## src/rtl/adcseq_pkg.sv

```systemverilog
package adcseq_pkg;

  typedef enum logic [1:0] {
    SRC_SOFT  = 2'd0,
    SRC_PIN   = 2'd1,
    SRC_TIMER = 2'd2,
    SRC_NONE  = 2'd3
  } start_src_e;

  // Limit a requested divisor to the supported window.
  function automatic int unsigned clamp_div(input int unsigned raw,
                                            input int unsigned lo,
                                            input int unsigned hi);
    if (raw < lo) return lo;
    if (raw > hi) return hi;
    return raw;
  endfunction

  // Result slot order on the converter bus: even slots are group A,
  // odd slots are group B, two slots per pair.
  function automatic int unsigned slot_to_chan(input int unsigned slot,
                                               input int unsigned pairs);
    return (slot / 2) + ((slot % 2) * pairs);
  endfunction

endpackage

```

## src/rtl/adcseq_trigger.sv

```systemverilog
module adcseq_trigger
  import adcseq_pkg::*;
(
  input  logic       clk,
  input  logic       rst_n,
  input  logic [1:0] src_sel,
  input  logic       sw_start,
  input  logic       ext_start,
  input  logic       tmr_evt,
  output logic       start_evt
);

  logic ext_q;
  logic pin_rise;

  always_ff @(posedge clk) begin
    if (!rst_n) ext_q <= 1'b0;
    else        ext_q <= ext_start;
  end

  assign pin_rise = ext_start & ~ext_q;

  always_comb begin
    case (start_src_e'(src_sel))
      SRC_SOFT:  start_evt = sw_start;
      SRC_PIN:   start_evt = pin_rise;
      SRC_TIMER: start_evt = tmr_evt;
      default:   start_evt = 1'b0;
    endcase
  end

  // with no source selected, no start event appears
  a_r2_none_silent: assert property (@(posedge clk) disable iff (!rst_n)
    (src_sel == 2'd3) |-> !start_evt);

endmodule

```

## src/rtl/adcseq_clkdiv.sv

```systemverilog
module adcseq_clkdiv
  import adcseq_pkg::*;
#(
  parameter int unsigned DIV_W  = 5,
  parameter int unsigned DIV_LO = 4,
  parameter int unsigned DIV_HI = 30
) (
  input  logic             clk,
  input  logic             rst_n,
  input  logic             restart,
  input  logic [DIV_W-1:0] div_sel,
  output logic             tick,
  output logic             adc_clk
);

  logic [DIV_W-1:0] div_q;
  logic [DIV_W-1:0] cnt_q;

  always_ff @(posedge clk) begin
    if (!rst_n) begin
      div_q <= DIV_W'(DIV_LO);
      cnt_q <= '0;
    end else if (restart) begin
      div_q <= DIV_W'(clamp_div(int'(div_sel), DIV_LO, DIV_HI));
      cnt_q <= '0;
    end else if (tick) begin
      cnt_q <= '0;
    end else begin
      cnt_q <= cnt_q + 1'b1;
    end
  end

  assign tick    = (cnt_q == div_q - 1'b1);
  assign adc_clk = (cnt_q < (div_q >> 1));

  // the divisor stays inside its window
  a_r3_div_window: assert property (@(posedge clk) disable iff (!rst_n)
    (div_q >= DIV_W'(DIV_LO)) && (div_q <= DIV_W'(DIV_HI)));
  // ticks never come back to back
  a_r3_tick_spacing: assert property (@(posedge clk) disable iff (!rst_n)
    tick |=> !tick);
  // the divisor only moves when a start is accepted
  a_r9_div_held: assert property (@(posedge clk) disable iff (!rst_n)
    !restart |=> $stable(div_q));

endmodule

```

## src/rtl/adcseq_ctrl.sv

```systemverilog
module adcseq_ctrl #(
  parameter int unsigned PAIRS = 4,
  parameter int unsigned LAT   = 6
) (
  input  logic                       clk,
  input  logic                       rst_n,
  input  logic                       tick,
  input  logic                       start_evt,
  input  logic                       flag_clr,
  input  logic                       dma_mode,
  output logic                       restart,
  output logic                       busy,
  output logic                       sample_stb,
  output logic [$clog2(PAIRS)-1:0]   sample_pair,
  output logic                       cap_en,
  output logic [$clog2(2*PAIRS)-1:0] cap_slot,
  output logic                       done_irq,
  output logic                       dma_req,
  output logic                       overrun
);

  localparam int unsigned SLOTS = 2 * PAIRS;
  localparam int unsigned LAST  = LAT + SLOTS - 1;
  localparam int unsigned KW    = $clog2(LAST + 2);
  localparam int unsigned PW    = $clog2(PAIRS);
  localparam int unsigned SW    = $clog2(SLOTS);

  logic          busy_q;
  logic [KW-1:0] k_q;
  logic          ovr_q;
  logic          done_q;
  logic          dma_q;
  logic          step;
  logic          last_cap;
  logic          overrun_hit;

  assign restart     = start_evt & ~busy_q;
  assign overrun_hit = start_evt & busy_q;
  assign step        = busy_q & tick;
  assign sample_stb  = step & ~k_q[0] & (k_q < KW'(SLOTS));
  assign sample_pair = PW'(k_q >> 1);
  assign cap_en      = step & (k_q >= KW'(LAT)) & (k_q <= KW'(LAST));
  assign cap_slot    = SW'(k_q - KW'(LAT));
  assign last_cap    = step & (k_q == KW'(LAST));

  always_ff @(posedge clk) begin
    if (!rst_n) begin
      busy_q <= 1'b0;
      k_q    <= '0;
      ovr_q  <= 1'b0;
      done_q <= 1'b0;
      dma_q  <= 1'b0;
    end else begin
      done_q <= last_cap & ~dma_mode;
      dma_q  <= last_cap & dma_mode;
      if (restart) begin
        busy_q <= 1'b1;
        k_q    <= '0;
      end else if (step) begin
        k_q <= k_q + 1'b1;
        if (last_cap) busy_q <= 1'b0;
      end
      if (overrun_hit)   ovr_q <= 1'b1;
      else if (flag_clr) ovr_q <= 1'b0;
    end
  end

  assign busy     = busy_q;
  assign done_irq = done_q;
  assign dma_req  = dma_q;
  assign overrun  = ovr_q;

  // a start during a sequence always leaves the overrun flag set
  a_r8_overrun_sets: assert property (@(posedge clk) disable iff (!rst_n)
    overrun_hit |=> overrun);
  // the running sequence is not restarted
  a_r8_no_restart: assert property (@(posedge clk) disable iff (!rst_n)
    (busy_q && start_evt && !step) |=> (busy_q && (k_q == $past(k_q))));
  // only one completion line at a time, and only once idle
  a_r6_one_completion: assert property (@(posedge clk) disable iff (!rst_n)
    $onehot0({done_irq, dma_req}));
  a_r6_done_idle: assert property (@(posedge clk) disable iff (!rst_n)
    (done_irq || dma_req) |-> !busy_q);
  // hold commands only inside a sequence
  a_r4_sample_busy: assert property (@(posedge clk) disable iff (!rst_n)
    sample_stb |-> busy_q);

endmodule

```

## src/rtl/adcseq_result.sv

```systemverilog
module adcseq_result
  import adcseq_pkg::*;
#(
  parameter int unsigned DW    = 14,
  parameter int unsigned PAIRS = 4
) (
  input  logic                       clk,
  input  logic                       rst_n,
  input  logic                       cap_en,
  input  logic [$clog2(2*PAIRS)-1:0] cap_slot,
  input  logic [DW-1:0]              conv_data,
  input  logic                       flag_clr,
  output logic [2*PAIRS*DW-1:0]      results,
  output logic [2*PAIRS-1:0]         oor_flags
);

  localparam int unsigned CH = 2 * PAIRS;
  localparam int unsigned CW = $clog2(CH);

  logic [CW-1:0] ch_idx;
  logic          at_rail;
  logic [CH-1:0] wr_vec;
  logic [CH-1:0] oor_q;

  assign ch_idx  = CW'(slot_to_chan(int'(cap_slot), PAIRS));
  assign at_rail = (conv_data == '0) || (conv_data == '1);

  for (genvar c = 0; c < CH; c++) begin : g_chan
    logic [DW-1:0] res_q;
    assign wr_vec[c] = cap_en && (ch_idx == CW'(c));
    always_ff @(posedge clk) begin
      if (!rst_n) begin
        res_q    <= '0;
        oor_q[c] <= 1'b0;
      end else begin
        if (wr_vec[c]) res_q <= conv_data;
        if (wr_vec[c] && at_rail) oor_q[c] <= 1'b1;
        else if (flag_clr)        oor_q[c] <= 1'b0;
      end
    end
    assign results[c*DW +: DW] = res_q;
  end

  assign oor_flags = oor_q;

  // at most one channel register is written per cycle
  a_r5_single_write: assert property (@(posedge clk) disable iff (!rst_n)
    $onehot0(wr_vec));
  // without a clear, flags only accumulate
  a_r7_sticky: assert property (@(posedge clk) disable iff (!rst_n)
    !flag_clr |=> ((oor_q & $past(oor_q)) == $past(oor_q)));

endmodule

```

## src/rtl/adc_pair_sequencer.sv

```systemverilog
module adc_pair_sequencer #(
  parameter int unsigned DW     = 14,
  parameter int unsigned PAIRS  = 4,
  parameter int unsigned LAT    = 6,
  parameter int unsigned DIV_W  = 5,
  parameter int unsigned DIV_LO = 4,
  parameter int unsigned DIV_HI = 30
) (
  input  logic                     clk,
  input  logic                     rst_n,
  input  logic [1:0]               src_sel,
  input  logic                     sw_start,
  input  logic                     ext_start,
  input  logic                     tmr_evt,
  input  logic [DIV_W-1:0]         div_sel,
  input  logic                     dma_mode,
  input  logic                     flag_clr,
  input  logic [DW-1:0]            conv_data,
  output logic                     adc_clk,
  output logic                     conv_tick,
  output logic                     sample_stb,
  output logic [$clog2(PAIRS)-1:0] sample_pair,
  output logic                     busy,
  output logic                     done_irq,
  output logic                     dma_req,
  output logic                     overrun,
  output logic [2*PAIRS-1:0]       oor_flags,
  output logic [2*PAIRS*DW-1:0]    results
);

  localparam int unsigned SW = $clog2(2 * PAIRS);

  logic          start_evt;
  logic          restart;
  logic          cap_en;
  logic [SW-1:0] cap_slot;

  adcseq_trigger u_trig (
    .clk       (clk),
    .rst_n     (rst_n),
    .src_sel   (src_sel),
    .sw_start  (sw_start),
    .ext_start (ext_start),
    .tmr_evt   (tmr_evt),
    .start_evt (start_evt)
  );

  adcseq_clkdiv #(.DIV_W(DIV_W), .DIV_LO(DIV_LO), .DIV_HI(DIV_HI)) u_div (
    .clk     (clk),
    .rst_n   (rst_n),
    .restart (restart),
    .div_sel (div_sel),
    .tick    (conv_tick),
    .adc_clk (adc_clk)
  );

  adcseq_ctrl #(.PAIRS(PAIRS), .LAT(LAT)) u_ctrl (
    .clk         (clk),
    .rst_n       (rst_n),
    .tick        (conv_tick),
    .start_evt   (start_evt),
    .flag_clr    (flag_clr),
    .dma_mode    (dma_mode),
    .restart     (restart),
    .busy        (busy),
    .sample_stb  (sample_stb),
    .sample_pair (sample_pair),
    .cap_en      (cap_en),
    .cap_slot    (cap_slot),
    .done_irq    (done_irq),
    .dma_req     (dma_req),
    .overrun     (overrun)
  );

  adcseq_result #(.DW(DW), .PAIRS(PAIRS)) u_res (
    .clk       (clk),
    .rst_n     (rst_n),
    .cap_en    (cap_en),
    .cap_slot  (cap_slot),
    .conv_data (conv_data),
    .flag_clr  (flag_clr),
    .results   (results),
    .oor_flags (oor_flags)
  );

endmodule

```

## config.mk

```make
export PLATFORM = sky130hd
export DESIGN_NAME = adc_pair_sequencer
export DESIGN_NICKNAME = d
export VERILOG_FILES = /design/src/rtl/adcseq_pkg.sv /design/src/rtl/adcseq_trigger.sv /design/src/rtl/adcseq_clkdiv.sv /design/src/rtl/adcseq_ctrl.sv /design/src/rtl/adcseq_result.sv /design/src/rtl/adc_pair_sequencer.sv
export SDC_FILE = /design/constraint.sdc
export NUM_CORES = 1
export LEC_CHECK = 0
export BUFFER_PORTS_ARGS = -buffer_cell sky130_fd_sc_hd__buf_2
export CORE_MARGIN = 3
export CORE_UTILIZATION = 52
export DETAILED_ROUTE_END_ITERATION = 10
export HOLD_SLACK_MARGIN = 0.12
export PLACE_DENSITY = 0.78
export SYNTH_ARGS = -nofsm -noshare
export SYNTH_HDL_FRONTEND = slang
export SYNTH_HIERARCHICAL = 1
export SYNTH_SLANG_ARGS = --single-unit
```

## constraint.sdc

```tcl
create_clock -name clk -period 3.7 [get_ports clk]
set_input_delay 0.37 -clock clk [delete_from_list [all_inputs] [get_ports clk]]
set_output_delay 0.37 -clock clk [all_outputs]
set_load 0.05 [all_outputs]
```

Word level (Yosys, flattened, before mapping)
Index checks and enable logic that the tools add are counted.
- flip-flop bits (word level): 139
- latch bits: 0
- memory bits (writable): 0
- bits in read-only memories: 0
- bits of input ports: 28
- output and inout bits: 129
- word-level logic and storage cells: 122
- memories: 0
- $add $sub $neg: 5
- multipliers: 0
- div/mod/pow operators: 0
- order comparisons: 6
- equality and inequality tests: 12
- shift-type cells: 0
- mux-type cells: 25
- bitwise logic cells: 16
- reduce and logical (&&, ||, !) cells: 34
- operator list (operator ; count):
    nonzero test 2 bit ; 11
    2-to-1 mux 1 bit ; 20
    logical AND 1 bit ; 16
    2-to-1 mux 5 bit ; 3
    == test 14 bit (second input constant) ; 1
    logical NOT 14 bit ; 1
    == test 3 bit (second input constant) ; 4
    AND 1 bit ; 11
    == test 3 x 2 -> 1 bit (second input constant) ; 2
    adder 5 x 1 -> 5 bit (second input constant) ; 1
    == test 5 bit ; 1
    greater-than comparator 5 bit (second input constant) ; 1
    < comparator 5 x 3 -> 1 bit (second input constant) ; 1
    < comparator 5 x 4 -> 1 bit ; 1
    inverter 1 bit ; 5
    subtractor 5 x 1 -> 5 bit (second input constant) ; 1
    adder 4 x 1 -> 4 bit (second input constant) ; 1
    == test 4 bit (second input constant) ; 1
    greater-or-equal comparator 4 x 3 -> 1 bit (second input constant) ; 1
    <= comparator 4 bit (second input constant) ; 1
    < comparator 4 bit (second input constant) ; 1
    adder 2 x 3 -> 3 bit ; 1
    == test 3 x 1 -> 1 bit (second input constant) ; 1
    logical NOT 3 bit ; 1
    10 further kinds ; 10

Depth between registers and ports, before layout
Gate-level depths: netlist (run 1).
- depth in word-level cells: 11
- gate-level depth with buffers: 12
- depth with buffers taken out: 11

Modules after synthesis
Netlist (run 1), hierarchy kept.
- modules (own cells, without submodules) (module ; times used ; cells each ; area an instance (sq um) ; seq. area each (sq um)):
    adcseq_result ; 1 ; 561 ; 4657.0 ; 2402.3
    adcseq_clkdiv ; 1 ; 64 ; 615.6 ; 200.2
    adcseq_ctrl ; 1 ; 46 ; 415.4 ; 160.2
    adcseq_trigger ; 1 ; 5 ; 52.6 ; 20.0

Worst setup path after synthesis (run 1)
No wires, ideal clock.
- path kind: register to register
- from: register u_div.div_q[0]
- to: register u_res.g_chan[5].res_q[10]
- setup time: 0.070 ns
- data arrival time: 3.609 ns
- data required time: 3.630 ns
- slack: 0.021 ns
- stages on the path, launching flop included: 13
- path buffers: 1
- clock period less this slack: 3.679 ns
- cells stage by stage: dfxtp_1 > inv_1 > ha_1 > nor2b_1 > or3_4 > a311oi_4 > nand2_1 > a311oi_1 > nand2_1 > nor2_1 > buf_2 > nand2_1 > a21boi_1
- word-level cells in the longest chain between the ends: 6
- ends and longest elaborated chain (element ; line ; source):
    from (decl) ; adcseq_clkdiv.sv:16 ; logic [DIV_W-1:0] div_q;
    from (signal assigned) ; adcseq_clkdiv.sv:21 ; div_q <= DIV_W'(DIV_LO);
    from (signal assigned) ; adcseq_clkdiv.sv:24 ; div_q <= DIV_W'(clamp_div(int'(div_sel), DIV_LO, DIV_HI));
    subtractor 5 x 1 -> 5 bit ; adcseq_clkdiv.sv:33 ; assign tick = (cnt_q == div_q - 1'b1);
    == test 5 bit ; adcseq_clkdiv.sv:33 ;
    via conv_tick ; adc_pair_sequencer.sv:20 ; output logic conv_tick,
    AND 1 bit ; adcseq_ctrl.sv:39 ; assign step = busy_q & tick;
    AND 1 bit (2 in series) ; adcseq_ctrl.sv:42 ; assign cap_en = step & (k_q >= KW'(LAT)) & (k_q <= KW'(LAST));
    via cap_en ; adc_pair_sequencer.sv:35 ; logic cap_en;
    logical AND 1 bit ; adcseq_result.sv:30 ; assign wr_vec[c] = cap_en && (ch_idx == CW'(c));
    to (signal assigned) ; adcseq_result.sv:36 ; if (wr_vec[c]) res_q <= conv_data;
    to (decl) ; adcseq_result.sv:29 ; logic [DW-1:0] res_q;
The timed path passes the listed nets, and every way through them passes these cells.
A chain may end at the register's enable or synchronous reset.

Final worst setup path (run 1)
- from: register u_div.div_q[0]
- to: register u_res.g_chan[3].res_q[7]
- word-level cells in the longest chain between the ends: 6
- ends and longest elaborated chain (element ; line):
    subtractor 5 x 1 -> 5 bit ; adcseq_clkdiv.sv:33
    == test 5 bit ; adcseq_clkdiv.sv:33
    AND 1 bit ; adcseq_ctrl.sv:39
    AND 1 bit (2 in series) ; adcseq_ctrl.sv:42
    via cap_en ; adc_pair_sequencer.sv:35
    logical AND 1 bit ; adcseq_result.sv:30
    to (signal assigned) ; adcseq_result.sv:36
    to (decl) ; adcseq_result.sv:29
The timed path passes the listed nets, and every way through them passes these cells.

==> results of run 1 <==
==> routing by layer <==
metal	global-route usage [%]	wire length [um]	up-vias
met5	0	0	-
met4	12.08	594	0
met3	6.168	1351	48
met2	43.12	7928	236
met1	31.91	6477	2457
li1	-	-	2493
==> sequential cells by signal, summed over array words and instances (netlist names) <==
name	count
u_div/div_q	5
u_res/oor_flags	8
u_res/g_chan.res_q	112
u_ctrl/busy	1
u_ctrl/overrun	1
u_div/cnt_q	5
u_ctrl/k_q	4
u_ctrl/dma_req	1
u_ctrl/done_irq	1
u_trig/ext_q	1
==> final cells by class <==
type                    count  area [um2]  area share, %
clock buffers              18       427.9          5.986
clock inverters            11       146.4          2.048
inverters                   9       33.78         0.4726
multi-input cells         477        2671          37.37
flip-flops and latches    139        2783          38.93
well taps                 136       170.2          2.381
repair buffers            172       915.9          12.81
==> metrics by stage <==
stage | power (W) | utilization (%) | worst slack, ns | cell area (um2) | cells
after floorplan | 0.001678 | - | 0.02148 | 5741 | 676
after global placement | 0.001727 | 62.08 | 0.6140 | 6524 | 928
after detailed placement | 0.001733 | 62.08 | 0.4686 | 6524 | 928
after CTS | 0.003370 | 68.02 | 0.4462 | 7148 | 962
after global routing | 0.003454 | 68.02 | 0.08373 | 7148 | 962
final | 0.003351 | 68.02 | 0.4084 | 7148 | 962
==> worst max path at each step <==
stage | from | end | slack, ns | depth (start not counted)
3_5_place_dp | u_div/div_q[0] | u_res/g_chan[3].res_q[7] | 0.47 | 12
5_1_grt | u_div/div_q[0] | u_res/g_chan[3].res_q[0] | 0.08 | 12
6_report | u_div/div_q[0] | u_res/g_chan[3].res_q[7] | 0.41 | 12
2_1_floorplan | u_div/div_q[0] | u_res/g_chan[5].res_q[10] | 0.02 | 12
3_3_place_gp | u_div/div_q[0] | u_res/g_chan[3].res_q[0] | 0.61 | 12
4_1_cts | u_div/div_q[0] | u_res/g_chan[3].res_q[7] | 0.45 | 12
==> cell families (layout without fill, tap and decap cells) <==
kind of cell / count (synthesis) / in the layout
and+or+nand+nor: 316 / 316
DFF: 139 / 139
AOI/OAI and AO/OA: 138 / 138
buffers and inverters: 60 / 210
xor gates and xnor gates: 11 / 11
adders and majority gates: 9 / 9
muxes: 3 / 3
==> placed cells by master, fill, tap and decap left out, types with 3 or more instances in the layout <==
cell type | netlist | final
a21boi_1 | 112 | 112
buf_2 | 17 | 155
buf_4 | 6 | 12
bufinv_16 | 0 | 3
clkbuf_16 | 0 | 16
clkinv_2 | 0 | 3
dfxtp_1 | 139 | 139
dlygate4sd3_1 | 0 | 5
ha_1 | 9 | 9
inv_1 | 9 | 9
mux2i_1 | 3 | 3
nand2_1 | 245 | 245
nand2b_1 | 5 | 5
nand3_1 | 9 | 9
nand3b_1 | 8 | 8
nand4_1 | 6 | 6
nor2_1 | 17 | 17
nor2b_1 | 6 | 6
o21ai_1 | 9 | 9
xnor2_1 | 6 | 6
xor2_1 | 5 | 5
==> worst max-delay path, cell delays in order, from the launching register on <==
cell and delay, ns:
dfxtp_1 0.38, inv_1 0.06, ha_1 0.25, nor2b_1 0.15
or3_4 0.39, a311oi_4 0.30, nand2_1 0.17, a311oi_1 0.25
buf_4 0.19, nor2b_1 0.24, nand3_1 0.46, nand2_1 0.23
a21boi_1 0.08
==> where the power goes <==
| part | internal (W) | switching (W) |
|---|---|---|
| Clock | 0.00103 | 0.000610 |
| Sequential | 0.00151 | 0.0000135 |
| Combinational | 0.0000717 | 0.000116 |
| Total | 0.00261 | 0.000740 |
==> flow_metrics.env, run 1 <==
export IMPL_worstHoldStart="div_sel[3]"
export IMPL_start_util_pct=54.63
export IMPL_dieArea_um2=12340
export IMPL_synthMuxAreaShare_pct=0.5231
export IMPL_postCtsHoldBufs=5
export IMPL_drv_slew=0
export IMPL_synth_compound_area_share_pct=18.20
export IMPL_syn_nets=713
export IMPL_whs_endpoint="u_div/div_q[3]"
export IMPL_synthAdderAreaFrac_pct=1.962
export IMPL_period_share_pct=88.96
export IMPL_synth_top_family_by_area="simple AND/OR/NAND/NOR gates"
export IMPL_fin_crit_ns=3.292
export IMPL_tightest_slew_ns=0.7777
export IMPL_reg2reg_to="u_res/g_chan[3].res_q[7]"
export IMPL_reg2reg_from="u_div/div_q[0]"
export IMPL_synth_edf_count=0
export IMPL_nets=853
export IMPL_clkSinkCount=139
export IMPL_area_delta_synth_final_pct=24.52
export IMPL_clockBufferDepth=2
export IMPL_htreeDepth=4
export IMPL_rows=37
export IMPL_crit_type="reg -> reg"
export IMPL_start_kind="register"
export IMPL_slew_headroom_pct=48.15
export IMPL_core_area_um2=10510
export IMPL_grt_max_degree=92
export IMPL_synth_area_leaders="dfxtp_1 (48%), nand2_1 (16%), a21boi_1 (15%)"
export IMPL_max_vdd_ir_drop_uv=243.8
export IMPL_finalHoldViolCount=0
export IMPL_grt_usage_pct=25.98
export IMPL_synth_xor_area_share_pct=1.678
export IMPL_synthSimpleGateAreaFrac_pct=24.17
export IMPL_ys_ff_latch=139
export IMPL_dp_hpwl_mm=10.90
export IMPL_maxCapViolCount=0
export IMPL_io_pins=157
export IMPL_report_final_setup_viol=0
export IMPL_antenna_found_initial=0
export IMPL_path_clk_slew_ns=0.06
export IMPL_num_vias=5234
export IMPL_hp_class="in -> reg"
export IMPL_synth_ff_type="dfxtp_1"
export IMPL_fillerInstances=863
export IMPL_ant_nets=0
export IMPL_power_density_nw_per_um2=468.8
export IMPL_port_buffers=156
export IMPL_cp_required_ns=4.10
export IMPL_cts_resized=0
export IMPL_max_freq_mhz=303.8
export IMPL_viasPerCell=5.441
export IMPL_postCtsSetupBuffers=0
export IMPL_detail_route_first_pass_iterations=5
export IMPL_fin_setup_tns_ns=0
export IMPL_yosysTopAreaCell="dfxtp_1"
export IMPL_routed_wl_mm=16.35
export IMPL_fin_hold_ws_ns=0.1550
export IMPL_clock_skew_ns=0.007653
export IMPL_insertion_delay_ns=0.51
export IMPL_syn_inst=676
export IMPL_whs_path_depth=3
export IMPL_status="completed"
export IMPL_arrival_ns=3.69
export IMPL_yosysWarnings=6
export IMPL_grt_overflow=0
export IMPL_cts_buffers=17
export IMPL_ff2ff_setup_slack_ns=0.41
export IMPL_cts_root_buf="clkbuf_8"
export IMPL_p_leak_nw=3.021
export IMPL_reg2reg_depth=12
export IMPL_rsz0062_at_grt="no"
export IMPL_worstPathMaxFanout=14
export IMPL_yosysMostFrequentCell="nand2_1"
export IMPL_yosysTopAreaCellShare_pct=48.47
export IMPL_cts_tree="built"
export IMPL_grt_pass1_wl_mm=25.69
export IMPL_wire_per_inst_um=17.00
export IMPL_antenna_cells=0
export IMPL_synthArstFlopShare_pct=0
export IMPL_ys_types=51
export IMPL_synth_common_cells="nand2_1 (245), dfxtp_1 (139), a21boi_1 (112)"
export IMPL_grt_pass1_vias=5042
export IMPL_gp_congestion=0.8221
export IMPL_drt_iter0_markers=511
export IMPL_die_h_um=111.1
export IMPL_drive_above_1_share_pct=25.30
export IMPL_syn_cell_area_um2=5741
export IMPL_avgSynthCellArea_um2=8.492
export IMPL_drc=0
export IMPL_ys_seq_area_share_pct=48.47
export IMPL_die_x_um=111.1
export IMPL_end_kind="register"
No activity file was read; power rests on OpenSTA's default activity.
==> run 2: changes to the inputs <==
--- a/config.mk
+++ b/config.mk
@@ -5,12 +5,13 @@
 export SDC_FILE = /design/constraint.sdc
 export NUM_CORES = 1
 export LEC_CHECK = 0
+export ABC_AREA = 1
 export BUFFER_PORTS_ARGS = -buffer_cell sky130_fd_sc_hd__buf_2
 export CORE_MARGIN = 3
 export CORE_UTILIZATION = 52
 export DETAILED_ROUTE_END_ITERATION = 10
 export HOLD_SLACK_MARGIN = 0.12
-export PLACE_DENSITY = 0.78
+export PLACE_DENSITY = 0.79
 export SYNTH_ARGS = -nofsm -noshare
 export SYNTH_HDL_FRONTEND = slang
 export SYNTH_HIERARCHICAL = 1
==> run 2 against run 1 <==
Net effect:
- fmax up 11%
- utilization up 0.66 points
- combinational power about the same
- synthesized cell count up 10%
- flip-flop and latch count unchanged
- clock power up 6%
- largest cell class unchanged
==> flow_metrics.env, run 2 <==
export IMPL_area_delta_synth_final_pct=25.03
export IMPL_cp_required_ns=4.14
export IMPL_met2_usage_pct=42.23
export IMPL_ff2ff_setup_slack_ns=0.74
export IMPL_whs_endpoint="u_div/div_q[2]"
export IMPL_htreeDepth=4
export IMPL_antenna_found_initial=0
export IMPL_intPower_w=0.002656
export IMPL_tightest_slew_ns=0.6240
export IMPL_drt_iter0_markers=451
export IMPL_status="completed"
export IMPL_ant_nets=0
export IMPL_yosysTopAreaCellShare_pct=50.66
export IMPL_yosysTopAreaCell="dfxtp_1"
export IMPL_synth_edf_count=0
export IMPL_slew_headroom_pct=58.27
export IMPL_wire_per_inst_um=15.42
export IMPL_place_inst=993
export IMPL_cts_tree="built"
export IMPL_crit_type="reg -> reg"
export IMPL_synthArstFlopShare_pct=0
export IMPL_core_area_um2=10000
export IMPL_reg2reg_depth=20
export IMPL_grt_pass1_vias=5101
export IMPL_syn_inst=745
export IMPL_final_cell_mix="nor2_1 (228), buf_2 (156), dfxtp_1 (139)"
export IMPL_path_cells="inv_2 > ha_1 > inv_1 > nand2_1 > nand2_1 > nor2_1 > nand2_1 > nor2_2 > nand2_2 > inv_1 > nand2_2 > inv_2 > o21ai_0 > nor2_1 > inv_2 > nor2_2 > nand2_1 > inv_2 > o21ai_0 > a21oi_1"
export IMPL_max_freq_mhz=338.4
export IMPL_worstPathMaxFanout=17
export IMPL_switching_share_pct=22.95
export IMPL_nets=919
export IMPL_grt_usage_pct=26.97
export IMPL_detail_route_first_pass_iterations=7
export IMPL_power_frac_seq_pct=44.0
export IMPL_cp_slowest_cell="dfxtp_1"
export IMPL_clkSinkCount=139
export IMPL_rows=36
export IMPL_final_cell_count_no_fill=1028
export IMPL_switchingPower_w=0.0007909
export IMPL_met1_usage_pct=34.34
export IMPL_clockBufferDepth=2
export IMPL_largest_reg_flops=112
export IMPL_die_x_um=108.8
export IMPL_viasPerCell=5.246
export IMPL_clock_skew_ns=0.01062
export IMPL_reg2reg_to="u_res/g_chan[2].res_q[4]"
export IMPL_syn_cell_area_um2=5493
export IMPL_grt_pass1_wl_mm=24.74
export IMPL_layout_cells_most_common="nor2_1"
export IMPL_slowest_delay_ns=0.36
export IMPL_die_h_um=108.8
export IMPL_end_kind="register"
export IMPL_insertion_delay_ns=0.52
export IMPL_arrival_ns=3.40
export IMPL_rsz0062_at_grt="no"
export IMPL_io_pins=157
export IMPL_ff_latch_area_um2=2783
export IMPL_cts_resized=0
export IMPL_grt_max_degree=59
export IMPL_cts_root_buf="clkbuf_8"
export IMPL_fin_hold_ws_ns=0.1540
export IMPL_start_util_pct=54.93
export IMPL_drc=0
export IMPL_fin_setup_tns_ns=0
export IMPL_yosysMostFrequentCell="nor2_1"
export IMPL_largest_register="u_res/g_chan.res_q"
export IMPL_fin_crit_ns=2.955
export IMPL_reg2reg_from="u_div/div_q[0]"
export IMPL_dieArea_um2=11830
export IMPL_num_vias=5393
export IMPL_whs_path_depth=3
export IMPL_maxCapViolCount=0
export IMPL_fillerInstances=826
export IMPL_power_frac_comb_pct=5.4
export IMPL_path_clk_slew_ns=0.06
export IMPL_clkPwrFrac_pct=50.6
export IMPL_period_share_pct=79.88
export IMPL_synth_area_leaders="dfxtp_1 (51%), nor2_1 (16%), o21ai_0 (8.4%)"
export IMPL_ys_types=27
export IMPL_ys_seq_area_share_pct=50.66
export IMPL_drive_above_1_share_pct=24.36
export IMPL_report_final_setup_viol=0
export IMPL_yosysWarnings=6
export IMPL_routed_wl_mm=15.85
export IMPL_antenna_cells=0
export IMPL_postCtsHoldBufs=3
export IMPL_multi_input_area_um2=2253
export IMPL_ys_ff_latch=139
export IMPL_grt_busiest_layer="met2"
export IMPL_start_kind="register"
export IMPL_finalHoldViolCount=0
export IMPL_hp_class="in -> reg"
export IMPL_drv_slew=0
export IMPL_synth_common_cells="nor2_1 (228), dfxtp_1 (139), o21ai_0 (92)"
export IMPL_dp_hpwl_mm=10.59
export IMPL_gp_congestion=0.9091
export IMPL_avgSynthCellArea_um2=7.373
export IMPL_postCtsSetupBuffers=0
export IMPL_syn_nets=782
export IMPL_power_density_nw_per_um2=501.9
export IMPL_grt_overflow=0
export IMPL_cts_buffers=17
export IMPL_max_vdd_ir_drop_uv=267.8
export IMPL_worstHoldStart="div_sel[2]"
export IMPL_port_buffers=156
export IMPL_grt_met3_usage_pct=6.513
export IMPL_p_leak_nw=3.388
export IMPL_synth_ff_type="dfxtp_1"
run 2: cells by family (layout without fill, tap and decap cells):
logic type | Yosys count | in the layout | synth area share, %
simple gates | 339 | 339 | 24.58
compound gates | 152 | 152 | 13.92
flops | 139 | 139 | 50.66
xor+xnor | 3 | 3 | 0.4784
buf+inv | 103 | 253 | 8.314
fa+ha+maj | 9 | 9 | 2.050
run 2: worst max-delay path by stage:
stage	start	to	cells past startpoint
floorplan	u_div/div_q[0]	sample_stb	14
global placement	u_div/div_q[0]	u_res/g_chan[2].res_q[5]	20
detailed placement	u_div/div_q[0]	u_res/g_chan[2].res_q[4]	20
CTS	u_div/div_q[0]	u_res/g_chan[2].res_q[4]	20
global route	u_div/div_q[0]	u_res/g_chan[2].res_q[5]	20
finish	u_div/div_q[0]	u_res/g_chan[2].res_q[4]	20
run 2: through the flow:
stage / power (W) / worst slack, ns / utilization (%) / instance area (um2)
2_1_floorplan: 0.001670 / 0.9494 / - / 5493
4_1_cts: 0.003450 / 0.7820 / 68.68 / 6868
3_3_place_gp: 0.001723 / 0.9652 / 62.24 / 6223
6_report: 0.003447 / 0.7446 / 68.68 / 6868
3_5_place_dp: 0.001729 / 0.7994 / 62.24 / 6223
5_1_grt: 0.003551 / 0.4309 / 68.68 / 6868
run 2: power groups by stage:
stage / Sequential [W] / Combinational [W] / Clock [W]
after floorplan: 0.00155 / 0.000118 / 0
final: 0.00152 / 0.000187 / 0.00174
after CTS: 0.00152 / 0.000183 / 0.00175
after global routing: 0.00152 / 0.000208 / 0.00183
after global placement: 0.00155 / 0.000174 / 0
after detailed placement: 0.00155 / 0.000180 / 0
run 2: cell type report:
cell class,count,share of cell area (%)
repair buffers,161,12.02
clock inverters,14,2.860
clock buffers,18,6.085
inverters,60,3.279
well taps,133,2.423
flip-flops and latches,139,40.52
multi-input cells,503,32.81
run 2: worst max-delay path: cells and delay by family, from the launching register on:
family                   cells  cell delay (ns)
AND/OR/NAND/NOR             10             1.10
AO/OA/AOI/OAI                3             0.37
flip-flops                   1             0.36
adder cells (fa/ha/maj)      1             0.29
buffers and inverters        6             0.75
run 2: per-layer routing:
metal  routed length, um  vias to the layer above
met1                6523                     2434
met4                 648                        0
met2                7252                      278
met3                1423                       54
li1                    -                     2627
met5                   0                        -
